<file path="src/rtl/line_codec_pkg.sv">
package line_codec_pkg;

  typedef enum logic [1:0] {
    CODE_LVL      = 2'b00,
    CODE_LVL_INV  = 2'b01,
    CODE_DIFF     = 2'b10,
    CODE_DIFF_INV = 2'b11
  } code_e;

  typedef enum logic [1:0] {
    IDLE_LOW  = 2'b00,
    IDLE_HIGH = 2'b01,
    IDLE_TOG  = 2'b10,
    IDLE_TOG2 = 2'b11
  } idle_e;

  // bit 1 of the coding selects differential, bit 0 selects inversion
  function automatic logic is_diff(input code_e c);
    return c[1];
  endfunction

  function automatic logic encode_bit(input code_e c, input logic b, input logic prev);
    logic d;
    d = b ^ c[0];
    if (is_diff(c)) return d ? prev : ~prev;
    return d;
  endfunction

  function automatic logic decode_level(input code_e c, input logic lvl, input logic prev);
    if (is_diff(c)) return (lvl == prev) ^ c[0];
    return lvl ^ c[0];
  endfunction

  function automatic logic idle_level(input idle_e i, input logic prev);
    case (i)
      IDLE_LOW:  return 1'b0;
      IDLE_HIGH: return 1'b1;
      default:   return ~prev;
    endcase
  endfunction

  function automatic logic pair_illegal(input code_e c, input idle_e i);
    return is_diff(c) && !i[1];
  endfunction

endpackage

</file>
<file path="src/rtl/line_codec_cfg.sv">
module line_codec_cfg
  import line_codec_pkg::*;
#(
  parameter code_e DEF_CODE = CODE_LVL,
  parameter idle_e DEF_IDLE = IDLE_TOG
) (
  input  logic       clk,
  input  logic       rst_n,
  input  logic       chan_en,
  input  logic [1:0] code_in,
  input  logic [1:0] idle_in,
  output code_e      code_q,
  output idle_e      idle_eff,
  output logic       cfg_bad
);
  idle_e idle_q;

  always_ff @(posedge clk or negedge rst_n) begin
    if (!rst_n) begin
      code_q <= DEF_CODE;
      idle_q <= DEF_IDLE;
    end else if (!chan_en) begin
      code_q <= code_e'(code_in);
      idle_q <= idle_e'(idle_in);
    end
  end

  always_comb begin
    cfg_bad  = pair_illegal(code_q, idle_q);
    idle_eff = cfg_bad ? IDLE_TOG : idle_q;
  end
endmodule

</file>
<file path="src/rtl/line_codec_tx.sv">
module line_codec_tx
  import line_codec_pkg::*;
#(
  parameter logic LINE_RST = 1'b1
) (
  input  logic  clk,
  input  logic  rst_n,
  input  logic  step,
  input  logic  valid,
  input  logic  bit_in,
  input  code_e code,
  input  idle_e idle,
  output logic  line_q
);
  logic line_nxt;

  always_comb begin
    line_nxt = valid ? encode_bit(code, bit_in, line_q) : idle_level(idle, line_q);
  end

  always_ff @(posedge clk or negedge rst_n) begin
    if (!rst_n)    line_q <= LINE_RST;
    else if (step) line_q <= line_nxt;
  end
endmodule

</file>
<file path="src/rtl/line_codec_rx.sv">
module line_codec_rx
  import line_codec_pkg::*;
#(
  parameter logic LINE_RST = 1'b1
) (
  input  logic  clk,
  input  logic  rst_n,
  input  logic  step,
  input  logic  lvl,
  input  code_e code,
  output logic  prev_q,
  output logic  bit_q,
  output logic  vld_q
);
  always_ff @(posedge clk or negedge rst_n) begin
    if (!rst_n) begin
      prev_q <= LINE_RST;
      bit_q  <= 1'b0;
      vld_q  <= 1'b0;
    end else begin
      vld_q <= step;
      if (step) begin
        bit_q  <= decode_level(code, lvl, prev_q);
        prev_q <= lvl;
      end
    end
  end
endmodule

</file>
<file path="src/rtl/line_codec_top.sv">
module line_codec_top
  import line_codec_pkg::*;
#(
  parameter logic  LINE_RST = 1'b1,
  parameter code_e DEF_CODE = CODE_LVL,
  parameter idle_e DEF_IDLE = IDLE_TOG
) (
  input  logic       clk,
  input  logic       rst_n,
  input  logic       chan_en,
  input  logic [1:0] code_sel,
  input  logic [1:0] idle_sel,
  input  logic       tx_bit_en,
  input  logic       tx_valid,
  input  logic       tx_bit,
  output logic       tx_line,
  input  logic       rx_bit_en,
  input  logic       rx_line,
  output logic       rx_bit,
  output logic       rx_bit_vld,
  output logic       cfg_error
);
  code_e code_q;
  idle_e idle_eff;
  logic  tx_step;
  logic  rx_step;
  logic  rx_prev;

  assign tx_step = chan_en & tx_bit_en;
  assign rx_step = chan_en & rx_bit_en;

  line_codec_cfg #(.DEF_CODE(DEF_CODE), .DEF_IDLE(DEF_IDLE)) u_cfg (
    .clk(clk), .rst_n(rst_n), .chan_en(chan_en),
    .code_in(code_sel), .idle_in(idle_sel),
    .code_q(code_q), .idle_eff(idle_eff), .cfg_bad(cfg_error)
  );

  line_codec_tx #(.LINE_RST(LINE_RST)) u_tx (
    .clk(clk), .rst_n(rst_n), .step(tx_step), .valid(tx_valid),
    .bit_in(tx_bit), .code(code_q), .idle(idle_eff), .line_q(tx_line)
  );

  line_codec_rx #(.LINE_RST(LINE_RST)) u_rx (
    .clk(clk), .rst_n(rst_n), .step(rx_step), .lvl(rx_line),
    .code(code_q), .prev_q(rx_prev), .bit_q(rx_bit), .vld_q(rx_bit_vld)
  );
endmodule

</file>
<file path="config.mk">
export PLATFORM = sky130hd
export DESIGN_NAME = line_codec_top
export DESIGN_NICKNAME = d
export VERILOG_FILES = /design/src/rtl/line_codec_pkg.sv /design/src/rtl/line_codec_cfg.sv /design/src/rtl/line_codec_tx.sv /design/src/rtl/line_codec_rx.sv /design/src/rtl/line_codec_top.sv
export SDC_FILE = /design/constraint.sdc
export NUM_CORES = 1
export LEC_CHECK = 0
export ABC_AREA = 1
export ABC_CLOCK_PERIOD_IN_PS = 1900
export CAP_MARGIN = 20
export CORE_AREA = 4 4 41 43
export DETAILED_ROUTE_END_ITERATION = 10
export DIE_AREA = 0 0 45 47
export DONT_BUFFER_PORTS = 1
export PLACE_DENSITY = 0.44
export SYNTH_ARGS = -nofsm -noshare
export SYNTH_HDL_FRONTEND = slang
export SYNTH_SLANG_ARGS = --single-unit
</file>
<file path="constraint.sdc">
create_clock -name clk -period 1.9 [get_ports clk]
set_input_delay 0.095 -clock clk [delete_from_list [all_inputs] [get_ports clk]]
set_output_delay 0.095 -clock clk [all_outputs]
set_load 0.05 [all_outputs]
</file>
==> results by group <==
CTS
  • Reg clk slew, reported paths: 0.06 ns
  • Clock tree from TritonCTS: done
  • Root Driver: clkbuf_4
  • Post-CTS Setup Inserts: 0
  • Cts bufs inserted: 3
  • CTS max path bufs: 2
  • CTS H-tree depth: 1
  • Clk sinks: 8
  • Clock Latency Late Sink: 0.26 ns

GRT
  • Vias in the first global route: 405
  • Initial antenna violation count: 0
  • Largest net degree at the start of global routing: 9
  • Total track usage: 11.6%
  • Global-route wire length before repair: 1.64 mm
  • GRT overflow: 0

Layout
  • Post-layout nets: 80
  • Commonest non-fill, non-tap cell in the layout: nand2_1
  • Ant. Diodes: 0
  • Area Growth Syn to Fin: 28.0%
  • Commonest cells after routing, fill and taps aside: 15 x nand2_1, 8 x dlygate4sd3_1, 5 x nor2_1, 5 x a21oi_1, 5 x dfrtp_1
  • Fillcell total: 147
  • Area of the multi-input gates: 188 µm²
  • Final instance area: 554 µm²
  • FF+latch area: 204 µm²
  • Share of layout cells above drive strength 1: 25.4%

Worst hold path
  • Hold_sp: chan_en
  • Worst hold path depth: 2
  • Worst hold endpoint: u_cfg.code_q[0]
  • Hold crit path type: in2reg

Routing
  • WL met2: 434 µm
  • DR WL met3: 49 µm
  • Vias: 371
  • Post-DRT Antenna Nets: 0
  • WL final: 957 µm
  • Max Used Layer: met4
  • Drt first pass iters: 2
  • Drt wl/cell: 11.7 µm
  • 1st-iter DRT viols: 9
  • WL met1: 459 µm
  • Vias per inst: 4.52
  • Drt drc: 0

Synth
  • Register area share after synthesis: 47.1%
  • Syn. warnings: 0
  • Mapped Nets: 67
  • Synth Area in Compound Gates: 12.1%
  • Xor and xnor area share after synthesis: 0%
  • Syn_area_per_cell: 7.87 µm²
  • Largest family of logic cells by synthesized area: simple AND/OR/NAND/NOR gates
  • Ys flop type: dfrtp_1
  • Asr flop ratio synth: 100%
  • Adder-cell share of the synthesized area: 0%
  • Count of cell types in the netlist: 16
  • Cell count after synthesis: 55
  • Netlist Area Pre-Place: 433 µm²
  • Number of flops mapped to enable cells by yosys: 0
  • Post-synthesis simple-gate area fraction: 27.7%
  • FF+latch count, synth: 8
  • Mux share of post-synthesis cell area: 3.47%

Run status
  • Run status: finished, final reports clean

Setup path
  • Crit path required time: 2.09 ns
  • Reg2reg end: u_cfg.code_q[1]
  • Slowest CP cell: dlygate4sd3_1
  • Cell family with most CP delay: buffers and inverters
  • Crit-path most repeated cell: dlygate4sd3_1
  • CP startpoint kind: primary input
  • CP bufs+invs: 2
  • Worst Path Arrival: 1.56 ns
  • Critical Path Fanout Max: 7
  • Worst-path cell chain: dlygate4sd3_1 > nor2_1 > a21oi_1 > dlygate4sd3_1
  • Reg-to-Reg Start: u_cfg.code_q[1]
  • Slowest cell delay on critical path: 0.71 ns
  • Crit path kind: in2reg
  • Worst Setup End Kind: flop
  • R2r setup slk: 0.61 ns
  • Worst r2r path cells: 3

Placement
  • Routability cong.: 0.673
  • I/O Buffers: 0
  • Placed cell area: 448 µm²

Floorplan
  • Die ar.: 2120 µm²
  • Row count: 13
  • Core area: 1300 µm²
  • I/O pin count: 16
  • Die Y: 47 µm
  • Die width: 45 µm
  • Starting density of the core: 33.3%

STA
  • Setup-failing EPs final: 0
  • Setup TNS Final: 0 ns
  • Final min period: 1.37 ns
  • Slew @ Worst Pin: 0.467 ns
  • Fmax: 729 MHz
  • Fin Hold WS: 0.00771 ns
  • Slew Viols, Final: 0
  • Period utilization: 72.2%
  • Hold Vio Cnt, Final: 0
  • Slew margin rel.: 68.9%
  • Clock Skews: 0.00536 ns
  • Unrepaired setup endpoints after global routing: false

Pwr
  • Net Sw Power: 168 µW
  • Pwr/cell area: 881 nW/µm²
  • Peak supply drop: 0.332 mV
  • Comb pwr share: 19.1%
  • Pint: 321 µW
  • Sequential share of power: 51.3%
  • Clock network power share: 29.6%
  • Switching share of power: 34.3%
  • Static leakage: 0.000269 µW

Flow run
  • Number of max-cap violations: 0
-- synthesized netlist by cell type (2+ instances only) --
| cell type | count | area [µm²] |
|---|---|---|
| nor2_1 | 5 | 18.8 |
| dfstp_2 | 3 | 78.8 |
| inv_2 | 3 | 11.3 |
| nand2_1 | 15 | 56.3 |
| nand2_2 | 3 | 18.8 |
| inv_1 | 4 | 15.0 |
| nand3_1 | 4 | 20.0 |
| o21ai_0 | 2 | 10.0 |
| dfrtp_1 | 5 | 125 |
| a21oi_1 | 5 | 25.0 |
-- routing by layer --
metal	GRT usage, %	up-vias
li1	-	195
met1	14.7	166
met2	16.1	8
met3	3.83	2
met4	8.77	0
met5	0	-
-- logic make-up (layout without fill, tap and decap cells) --
| group | count (synthesis) | in the layout |
|---|---|---|
| and+or+nand+nor | 28 | 28 |
| AOI/OAI and AO/OA | 9 | 9 |
| buffers and inverters | 9 | 21 |
| DFF | 8 | 8 |
| muxes | 1 | 1 |
-- how the worst max path moves through the flow --
stage                          from              end  slack [ns]  cells past startpoint
finish                      chan_en  u_cfg.code_q[1]        0.53                      4
global route                chan_en  u_cfg.code_q[1]        0.42                      4
CTS                         chan_en  u_cfg.code_q[1]        0.54                      4
detailed placement      u_tx.line_q      u_tx.line_q        0.76                      5
global placement        u_tx.line_q      u_tx.line_q        0.78                      5
floorplan           u_cfg.code_q[1]        cfg_error        0.71                      2
-- power by group through the flow --
| stage | registers (µW) | logic (µW) | clock network (µW) |
|---|---|---|---|
| after floorplan | 250 | 67.0 | 0 |
| after global placement | 254 | 74.3 | 0 |
| after detailed placement | 254 | 74.8 | 0 |
| after CTS | 251 | 95.4 | 151 |
| after global routing | 254 | 108 | 160 |
| final | 251 | 93.2 | 145 |
-- state kept, by name, summed over array words and instances (netlist names) --
name          flops
u_rx.bit_q        1
u_rx.prev_q       1
u_rx.vld_q        1
u_cfg.code_q      2
u_cfg.idle_q      2
u_tx.line_q       1
-- area by class of cell --
class | count | share of cell area [%]
clock buffer | 4 | 4.74
inverter | 8 | 5.42
multi-input combinational | 38 | 33.9
sequential | 8 | 36.8
tap | 15 | 3.39
timing repair buffer | 9 | 15.8
-- worst reg2reg max path, stage by stage, from the launching register on --
cell and delay, ns:
dfrtp_1 0.43, inv_2 0.11, a21oi_1 0.07, dlygate4sd3_1 0.56
-- through the flow --
stage	setup WS [ns]	power, µW	std cells	utilization [%]
floorplan	0.712	317	55	-
global placement	0.780	329	70	34.4
detailed placement	0.765	329	70	34.4
CTS	0.541	498	82	42.6
global route	0.420	522	82	42.6
finish	0.528	488	82	42.6
-- timing repair --
action	4_1_cts	5_1_grt
hold buffers	8	0
gates resized for setup	0	0
endpoints found under the hold margin	14	0
No activity file was read; power rests on OpenSTA's default activity.
